--- src/rtl/codec_bridge_pkg.sv ---
package codec_bridge_pkg;
   localparam int unsigned CB_REG_COUNT  = 28;
   localparam int unsigned CB_IDX_W      = 7;
   localparam int unsigned CB_BYTE_W     = 8;
   localparam int unsigned CB_BUS_W      = 32;
   localparam int unsigned CB_OFF_W      = 3;
   localparam int unsigned CB_START_BIT  = 16;
   localparam int unsigned CB_IDX_LSB    = 8;
   localparam int unsigned CB_IRQ_BIT    = 8;
   localparam logic [CB_OFF_W-1:0] CB_OFF_CTRL = 3'h0;
   localparam logic [CB_OFF_W-1:0] CB_OFF_DATA = 3'h4;

   function automatic logic [7:0] cb_reset_value(input int unsigned idx);
      logic [7:0] v;
      case (idx)
         1:       v = 8'hFC;
         2:       v = 8'h1B;
         3:       v = 8'h20;
         5:       v = 8'h80;
         8:       v = 8'hFF;
         9:       v = 8'h1F;
         10:      v = 8'h3F;
         12, 13, 14, 15: v = 8'h06;
         21:      v = 8'h34;
         22:      v = 8'h07;
         23:      v = 8'h44;
         24:      v = 8'h1F;
         default: v = 8'h00;
      endcase
      return v;
   endfunction
endpackage

--- src/rtl/cbr_access_ctl.sv ---
module cbr_access_ctl #(
   parameter int unsigned IDX_W   = 7,
   parameter int unsigned BYTE_W  = 8,
   parameter int unsigned BUS_W   = 32,
   parameter int unsigned START_B = 16,
   parameter int unsigned IDX_LSB = 8,
   parameter int unsigned WR_LAT  = 4
) (
   input  logic              clk,
   input  logic              rst_n,
   input  logic              ctrl_we,
   input  logic [BUS_W-1:0]  ctrl_wdata,
   output logic [IDX_W-1:0]  sel_idx,
   output logic [BYTE_W-1:0] sel_byte,
   output logic              busy,
   output logic              commit
);
   localparam int unsigned CNT_W = (WR_LAT > 1) ? $clog2(WR_LAT) : 1;
   localparam logic [CNT_W-1:0] CNT_LOAD = CNT_W'(WR_LAT - 1);

   generate
      if (WR_LAT < 1) begin : g_bad_lat
         $error("WR_LAT must be at least 1");
      end
      if (IDX_LSB + IDX_W > START_B || BYTE_W > IDX_LSB || START_B >= BUS_W) begin : g_bad_map
         $error("control window fields overlap or exceed the bus");
      end
   endgenerate

   logic [CNT_W-1:0] cnt_q;
   logic             accept;

   assign accept = ctrl_we && !busy;
   assign commit = busy && (cnt_q == '0);

   always_ff @(posedge clk) begin
      if (!rst_n) begin
         sel_idx  <= '0;
         sel_byte <= '0;
         busy     <= 1'b0;
         cnt_q    <= '0;
      end else begin
         if (accept) begin
            sel_idx  <= ctrl_wdata[IDX_LSB +: IDX_W];
            sel_byte <= ctrl_wdata[BYTE_W-1:0];
            if (ctrl_wdata[START_B]) begin
               busy  <= 1'b1;
               cnt_q <= CNT_LOAD;
            end
         end else if (commit) begin
            busy <= 1'b0;
         end else if (busy) begin
            cnt_q <= cnt_q - 1'b1;
         end
      end
   end
endmodule

--- src/rtl/cbr_reg_file.sv ---
module cbr_reg_file
   import codec_bridge_pkg::*;
#(
   parameter int unsigned REG_COUNT = 28,
   parameter int unsigned IDX_W     = 7,
   parameter int unsigned BYTE_W    = 8
) (
   input  logic              clk,
   input  logic              rst_n,
   input  logic [BYTE_W-1:0] status_in,
   input  logic              wr_en,
   input  logic [IDX_W-1:0]  idx,
   input  logic [BYTE_W-1:0] wr_byte,
   output logic [BYTE_W-1:0] rd_byte
);
   localparam int unsigned SLOT_W = $clog2(REG_COUNT);
   localparam int unsigned SLOTS  = 1 << SLOT_W;

   generate
      if (REG_COUNT < 2) begin : g_bad_count
         $error("REG_COUNT must be at least 2");
      end
      if (IDX_W <= SLOT_W) begin : g_bad_idx
         $error("IDX_W must exceed the slot index width");
      end
   endgenerate

   logic [BYTE_W-1:0] slot_val [SLOTS];
   logic              idx_high;

   assign idx_high = |idx[IDX_W-1:SLOT_W];

   for (genvar i = 0; i < SLOTS; i++) begin : g_slot
      if (i == 0) begin : g_status
         assign slot_val[i] = status_in;
      end else if (i < REG_COUNT) begin : g_store
         localparam logic [BYTE_W-1:0] RST_V = BYTE_W'(cb_reset_value(i));
         logic [BYTE_W-1:0] q;
         always_ff @(posedge clk) begin
            if (!rst_n)
               q <= RST_V;
            else if (wr_en && !idx_high && idx[SLOT_W-1:0] == SLOT_W'(i))
               q <= wr_byte;
         end
         assign slot_val[i] = q;
      end else begin : g_empty
         assign slot_val[i] = '0;
      end
   end

   assign rd_byte = idx_high ? '0 : slot_val[idx[SLOT_W-1:0]];
endmodule

--- src/rtl/cbr_read_pipe.sv ---
module cbr_read_pipe #(
   parameter int unsigned BYTE_W = 8,
   parameter int unsigned RD_LAT = 6
) (
   input  logic              clk,
   input  logic              rst_n,
   input  logic [BYTE_W-1:0] din,
   output logic [BYTE_W-1:0] dout
);
   generate
      if (RD_LAT < 1) begin : g_bad_lat
         $error("RD_LAT must be at least 1");
      end
   endgenerate

   logic [BYTE_W-1:0] stage [RD_LAT];

   for (genvar s = 0; s < RD_LAT; s++) begin : g_stage
      always_ff @(posedge clk) begin
         if (!rst_n)
            stage[s] <= '0;
         else if (s == 0)
            stage[s] <= din;
         else
            stage[s] <= stage[(s == 0) ? 0 : s-1];
      end
   end

   assign dout = stage[RD_LAT-1];
endmodule

--- src/rtl/codec_reg_bridge.sv ---
module codec_reg_bridge
   import codec_bridge_pkg::*;
#(
   parameter int unsigned REG_COUNT = CB_REG_COUNT,
   parameter int unsigned WR_LAT    = 4,
   parameter int unsigned RD_LAT    = 6
) (
   input  logic                clk,
   input  logic                rst_n,
   input  logic                bus_sel,
   input  logic                bus_wr,
   input  logic [CB_OFF_W-1:0] bus_addr,
   input  logic [CB_BUS_W-1:0] bus_wdata,
   output logic [CB_BUS_W-1:0] bus_rdata,
   input  logic                irq_in,
   input  logic [CB_BYTE_W-1:0] status_in
);
   logic                 ctrl_we;
   logic [CB_IDX_W-1:0]  sel_idx;
   logic [CB_BYTE_W-1:0] sel_byte;
   logic                 busy;
   logic                 commit;
   logic [CB_BYTE_W-1:0] rf_rdata;
   logic [CB_BYTE_W-1:0] pipe_out;

   assign ctrl_we = bus_sel && bus_wr && (bus_addr == CB_OFF_CTRL);

   cbr_access_ctl #(
      .IDX_W(CB_IDX_W), .BYTE_W(CB_BYTE_W), .BUS_W(CB_BUS_W),
      .START_B(CB_START_BIT), .IDX_LSB(CB_IDX_LSB), .WR_LAT(WR_LAT)
   ) i_ctl (
      .clk(clk), .rst_n(rst_n), .ctrl_we(ctrl_we), .ctrl_wdata(bus_wdata),
      .sel_idx(sel_idx), .sel_byte(sel_byte), .busy(busy), .commit(commit)
   );

   cbr_reg_file #(
      .REG_COUNT(REG_COUNT), .IDX_W(CB_IDX_W), .BYTE_W(CB_BYTE_W)
   ) i_rf (
      .clk(clk), .rst_n(rst_n), .status_in(status_in), .wr_en(commit),
      .idx(sel_idx), .wr_byte(sel_byte), .rd_byte(rf_rdata)
   );

   cbr_read_pipe #(
      .BYTE_W(CB_BYTE_W), .RD_LAT(RD_LAT)
   ) i_pipe (
      .clk(clk), .rst_n(rst_n), .din(rf_rdata), .dout(pipe_out)
   );

   always_comb begin
      bus_rdata = '0;
      case (bus_addr)
         CB_OFF_CTRL: begin
            bus_rdata[CB_START_BIT]               = busy;
            bus_rdata[CB_IDX_LSB +: CB_IDX_W]     = sel_idx;
            bus_rdata[CB_BYTE_W-1:0]              = sel_byte;
         end
         CB_OFF_DATA: begin
            bus_rdata[CB_IRQ_BIT]                 = irq_in;
            bus_rdata[CB_BYTE_W-1:0]              = pipe_out;
         end
         default: bus_rdata = '0;
      endcase
   end
endmodule

--- config.mk ---
export PLATFORM = sky130hd
export DESIGN_NAME = codec_reg_bridge
export DESIGN_NICKNAME = d
export VERILOG_FILES = /design/src/rtl/codec_bridge_pkg.sv /design/src/rtl/cbr_access_ctl.sv /design/src/rtl/cbr_reg_file.sv /design/src/rtl/cbr_read_pipe.sv /design/src/rtl/codec_reg_bridge.sv
export SDC_FILE = /design/constraint.sdc
export NUM_CORES = 1
export LEC_CHECK = 0
export BUFFER_PORTS_ARGS = -buffer_cell sky130_fd_sc_hd__buf_2
export CAP_MARGIN = 40
export CORE_MARGIN = 4
export CORE_UTILIZATION = 55
export CTS_CLUSTER_DIAMETER = 120
export CTS_CLUSTER_SIZE = 20
export DETAILED_ROUTE_END_ITERATION = 10
export GPL_TIMING_DRIVEN = 0
export PLACE_DENSITY = 0.79
export SLEW_MARGIN = 20
export SYNTH_ARGS = -nofsm -noshare
export SYNTH_HDL_FRONTEND = slang
export SYNTH_SLANG_ARGS = --single-unit
--- constraint.sdc ---
create_clock -name clk -period 5.9 [get_ports clk]
set_input_delay 0.885 -clock clk [delete_from_list [all_inputs] [get_ports clk]]
set_output_delay 0.885 -clock clk [all_outputs]
set_load 0.01 [all_outputs]
**After elaboration in Yosys (flattened, before gate mapping)**

Memories as Yosys holds them, arrays and structs flattened.
Cells that the tools add are included.

- Register bits after elaboration: 234
- Bits in writable memories: 48
- Input port bits: 48
- Word-level logic and storage cells: 134
- Memories: 1

Memories:

| name | words | bits a word | read ports | clocked after Yosys merged registers in | write ports | line | text |
|---|---|---|---|---|---|---|---|
| i_pipe.stage | 6 | 8 | 6 | 0 | 6 | cbr_read_pipe.sv:16 | `logic [BYTE_W-1:0] stage [RD_LAT];` |

- $add $sub $neg: 1
- Magnitude comparators: 1
- Eq/ne operators: 30
- Muxes and demuxes: 22
- Bitwise logic cells: 7
- Reductions and logical operators: 41

Operator list:

| kind | count |
|---|---|
| 2-to-1 mux 8 bit | 9 |
| equality test 5 bit, second input constant | 12 |
| binary-select mux 8 bit (select 5 bit) | 1 |
| equality test 5 x 4 -> 1 bit, second input constant | 8 |
| logical AND 1 bit | 32 |
| equality test 5 x 3 -> 1 bit, second input constant | 4 |
| case mux 9 bit (2 select lines) | 1 |
| equality test 5 x 2 -> 1 bit, second input constant | 2 |
| 2-to-1 mux 2 bit | 4 |
| >= comparator 6 bit, second input constant | 1 |
| 2-to-1 mux 1 bit | 6 |
| 2-to-1 mux 6 bit | 1 |
| NOT 5 -> 6 bit | 1 |
| OR 1 bit | 6 |
| equality test 5 x 1 -> 1 bit, second input constant | 1 |
| != test 2 bit, second input constant | 2 |
| nonzero test 2 bit | 2 |
| equality test 3 bit, second input constant | 1 |
| logical NOT 3 bit | 1 |
| AND reduction 3 bit | 1 |
| logical NOT 1 bit | 2 |
| logical NOT 2 bit | 1 |
| AND reduction 2 bit | 1 |
| OR reduction 2 bit | 1 |
| subtractor 2 x 1 -> 2 bit, second input constant | 1 |

**Longest topological paths before layout**

- Depth in word-level cells: 6
- Gate-level depth with buffers: 9
- Gate-level depth less buffers: 7

**Hierarchy**

From an unflattened synthesis, not the netlist that was laid out.

- Cell total of the unflattened synthesis: 1140
- Area, all modules: 12693.4 µm²

By module, submodules not included:

| module | instances | cells each | area an instance (µm²) | seq. area each (µm²) |
|---|---|---|---|---|
| cbr_reg_file | 1 | 903 | 10257.3 | 4324.1 |
| cbr_read_pipe | 1 | 109 | 1391.3 | 960.9 |
| cbr_access_ctl | 1 | 81 | 701.9 | 360.3 |
| codec_reg_bridge | 1 | 47 | 342.8 | 0.0 |

**Worst setup path before layout**

Ideal clock, no wire load.

- Path type: in2out
- Start point: input port bus_addr[2]
- End point: output port bus_rdata[1]
- Arrival: 1813 ps
- Data required time: 5015 ps
- Path slack: 3202 ps
- Stages: 4
- Path buffers: 2
- Path through: clkbuf_1 buf_1 mux2i_1 nor2_1

- Word-level cells in the longest chain between the ends: 2

Ends and longest elaborated chain:

| item | line | text |
|---|---|---|
| start: declaration | codec_reg_bridge.sv:12 | `input logic [CB_OFF_W-1:0] bus_addr,` |
| equality test 3 bit / logical NOT 3 bit (equally long branches) | codec_reg_bridge.sv:51 | `case (bus_addr)` |
| case mux 9 bit (2 select lines) (*) | codec_reg_bridge.sv:51 |  |
| end: declaration | codec_reg_bridge.sv:14 | `output logic [CB_BUS_W-1:0] bus_rdata,` |

Mark *: on every way between the ends. The rest lies on a longest branch, timed or not.

**Worst setup path in the final report**

- Start point: register i_ctl.sel_byte[6]
- End point: output port bus_rdata[6]

- Word-level cells in the longest chain between the ends: 1

Ends and longest elaborated chain:

| item | line | text |
|---|---|---|
| start: declaration | cbr_access_ctl.sv:14 | `output logic [BYTE_W-1:0] sel_byte,` |
| start signal: assignment | cbr_access_ctl.sv:45 | `sel_byte <= ctrl_wdata[BYTE_W-1:0];` |
| case mux 9 bit (2 select lines) | codec_reg_bridge.sv:51 |  |

Every way passes these cells.

==> flow_summary.ini <==
[run_status]
status = finished clean

[worst_hold_path]
hp-start = i_pipe.stage[1][13]$_SDFF_PN0_
hold_path_class = register to register
whs_path_depth = 1
holdPathEnd = i_pipe.stage[2][5]$_SDFF_PN0_

[synthesis]
yosys.area_share.simple_pct = 21.74
yosysSeqAreaShare_pct = 45.05
synth.distinct_cells = 43
synth_top_area_share_pct = 45.05
synthesis.area_sq_um = 12530
post_synth.cell_area_avg_sq_um = 9.602
synthTopCellsByArea = dfxtp_1 (45%), mux2i_1 (13%), nand2_1 (7.5%)
synth_top_cell_by_area = dfxtp_1
synthAdderAreaFrac_pct = 0.09985
synthMuxAreaShare_pct = 18.81
synth-xor-area-share_pct = 0
synth_top_family_by_area = simple AND/OR/NAND/NOR gates
ys.warnings.count = 0
synth-compound-area-share_pct = 9.456
synthCells = 1305
ys_ff_latch = 282

[worst_setup_path]
crit_path_start_kind = register
crit_required_ns = 5.02
worst-r2r-cell-count = 8
reg2reg_slack_ns = 2.64
crit_arrival_ns = 2.58
cp_max_fo = 10
rr_startpoint = i_ctl.sel_idx[1]$_SDFFE_PN0P_
crit_type = register to output port
critPathCaptureType = output port
reg2reg_to = i_pipe.stage[0][5]$_SDFF_PP0_

[place]
place_area_sq_um = 13270
pre_cts_ws_ns = 2.807
place_congestion = 0.9913
io_buffer_count = 46
dp.cells = 1654
dp_hpwl_mm = 26.96

[timing]
maxSlewHeadroom_pct = 41.21
setup_tns_ns = 0
period_share_pct = 58.69
layout_setup_ws_ns = 2.437
slew_viol_final = 0
setup_viol = 0
skew_ns = 0.01618
period_needed_ns = 3.463
fmax_ghz = 0.2888
rsz0062_at_grt = false
worst_pin_slew_ns = 0.8752
hold_viol = 0

[cells_and_area]
num_antenna_cells = 0
drive_gt1_share_pct = 13.13
area_delta_synth_final_pct = 10.42
final_cell_count_no_fill = 1681
postLayoutCellArea_sq_um = 13840
layout_commonest_cell = dfxtp_1
fin_nets = 1450
most-common-layout-cells = dfxtp_1 (282), nand2_1 (249), mux2i_1 (159)

[power_and_ir_drop]
combPwrFrac_pct = 4.9
swShare_pct = 22.83
ir_drop_uv = 144.6
p_leak_nw = 4.897
p_clk_share_pct = 37.3
finalPower_mw = 3.314
p_per_area_nw_per_um2 = 239.5
power_switching_uw = 756.5
intPower_mw = 2.557
seq_power_share_pct = 57.8

[detailed_routing]
wl_per_cell_um = 22.60
ant_nets = 0
highest_layer = met4
drt_pass1_iterations = 6
routed_wl_mm = 38.00
vias = 10159
wl_met2_mm = 16.71
drc = 0
route.met3.wl_mm = 4.247
drt-vias-per-instance = 6.043
drt_iter0_drc = 1286
wl_met1_mm = 15.12

[cts]
clk_latency_ns = 0.52
cts_root_buf = clkbuf_16
cts_setup_buffers = 0
clockBufferDepth = 3
cts_hold_buf = 0
cts_tree = yes
htree_levels = 1
clkTransAtPathRegs_ns = 0.09
cts-resized-gates = 0
clock_sinks = 282
cts-buffers-inserted = 18

[grt]
grt_max_degree = 21
grt_pass1_vias = 9782
track_usage_pct = 29.48
grt_first_pass_wirelength_mm = 58.68
antenna_found_initial = 0
grt.overflow.total = 0

[die]
io_pins = 80
dieHeight_um = 158.9
initial_core_util_pct = 56.72
die_w_um = 158.9
die_area_sq_um = 25260
core_sq_um = 22090
rows = 54

[job]
drv_cap = 0
[worst max-delay path by stage]
stage | cells past startpoint | start | to
2_1_floorplan | 4 | bus_addr[2] | bus_rdata[1]
3_3_place_gp | 5 | i_ctl.sel_byte[4]$_SDFFE_PN0P_ | bus_rdata[4]
4_1_cts | 5 | i_ctl.sel_byte[5]$_SDFFE_PN0P_ | bus_rdata[5]
3_5_place_dp | 5 | i_ctl.sel_byte[5]$_SDFFE_PN0P_ | bus_rdata[5]
5_1_grt | 5 | i_ctl.sel_byte[6]$_SDFFE_PN0P_ | bus_rdata[6]
6_report | 5 | i_ctl.sel_byte[6]$_SDFFE_PN0P_ | bus_rdata[6]
[power by group through the flow]
stage | Sequential [mW] | Clock (mW) | Combinational [mW]
after global placement | 1.96 | 0 | 0.152
after CTS | 1.92 | 1.24 | 0.156
after global routing | 1.92 | 1.30 | 0.171
final | 1.92 | 1.23 | 0.163
after detailed placement | 1.96 | 0 | 0.156
after floorplan | 1.96 | 0 | 0.0961
[area by class of cell]
| class | instances | area, sq um |
|---|---|---|
| flip-flops and latches | 282 | 5645 |
| clock buffers | 19 | 475.5 |
| plain buffers | 129 | 588.1 |
| well taps | 280 | 350.3 |
| repair buffers | 61 | 404.1 |
| fillers | 1855 | 8257 |
| clock inverters | 1 | 20.02 |
| multi-input cells | 905 | 6339 |
| inverters | 4 | 15.01 |
[sequential cells by signal, indices dropped and copies added (netlist names)]
name / cells
i_pipe.stage: 48
i_ctl.sel_byte: 8
i_rf.g_slot.g_store.q: 216
i_ctl.busy: 1
i_ctl.sel_idx: 7
i_ctl.cnt_q: 2
[logic make-up (layout without fill, tap and decap cells)]
family,count (synthesis),after routing
muxes,193,193
DFF,282,282
buffers and inverters,133,214
other,1,16
adders and majority gates,1,1
and+or+nand+nor,527,527
AOI/OAI and AO/OA,168,168
[worst max-delay path: stages (launching register included)]
cell and delay, ns:
dfxtp_1 0.37, clkbuf_1 0.63, buf_1 0.66, mux2i_1 0.16, nor2_1 0.11, buf_2 0.14
[per-stage QoR]
step	util [%]	hold slack, ns
finish	62.63	0.4323
global placement	59.60	0.4132
floorplan	-	0.4119
detailed placement	60.06	0.4187
global route	62.63	0.4508
CTS	62.30	0.4316
[layer usage]
metal	global-route usage, %	vias up
li1	-	4617
met1	39.52	4841
met2	44.65	599
met3	7.300	102
met4	14.87	0
met5	0	-
[synth_stat cells, drive strengths merged]
cell type,number
nand2b,5
and3,7
nand3b,2
a211oi,1
nor2b,72
a21boi,113
mux4,34
a311oi,7
ha,1
nor4,5
or3b,2
o21ai,8
nor2,14
nor3,16
dfxtp,282
conb,1
or3,6
o21a,1
a2111oi,1
inv,4
nand4bb,1
nand3,98
o22ai,21
or2,2
or4,1
and4b,1
nor3b,1
mux2i,159
nand2,249
buf,53
clkbuf,76
and2,45
a21oi,16
Note: power is estimated with default switching activity, not from simulation.
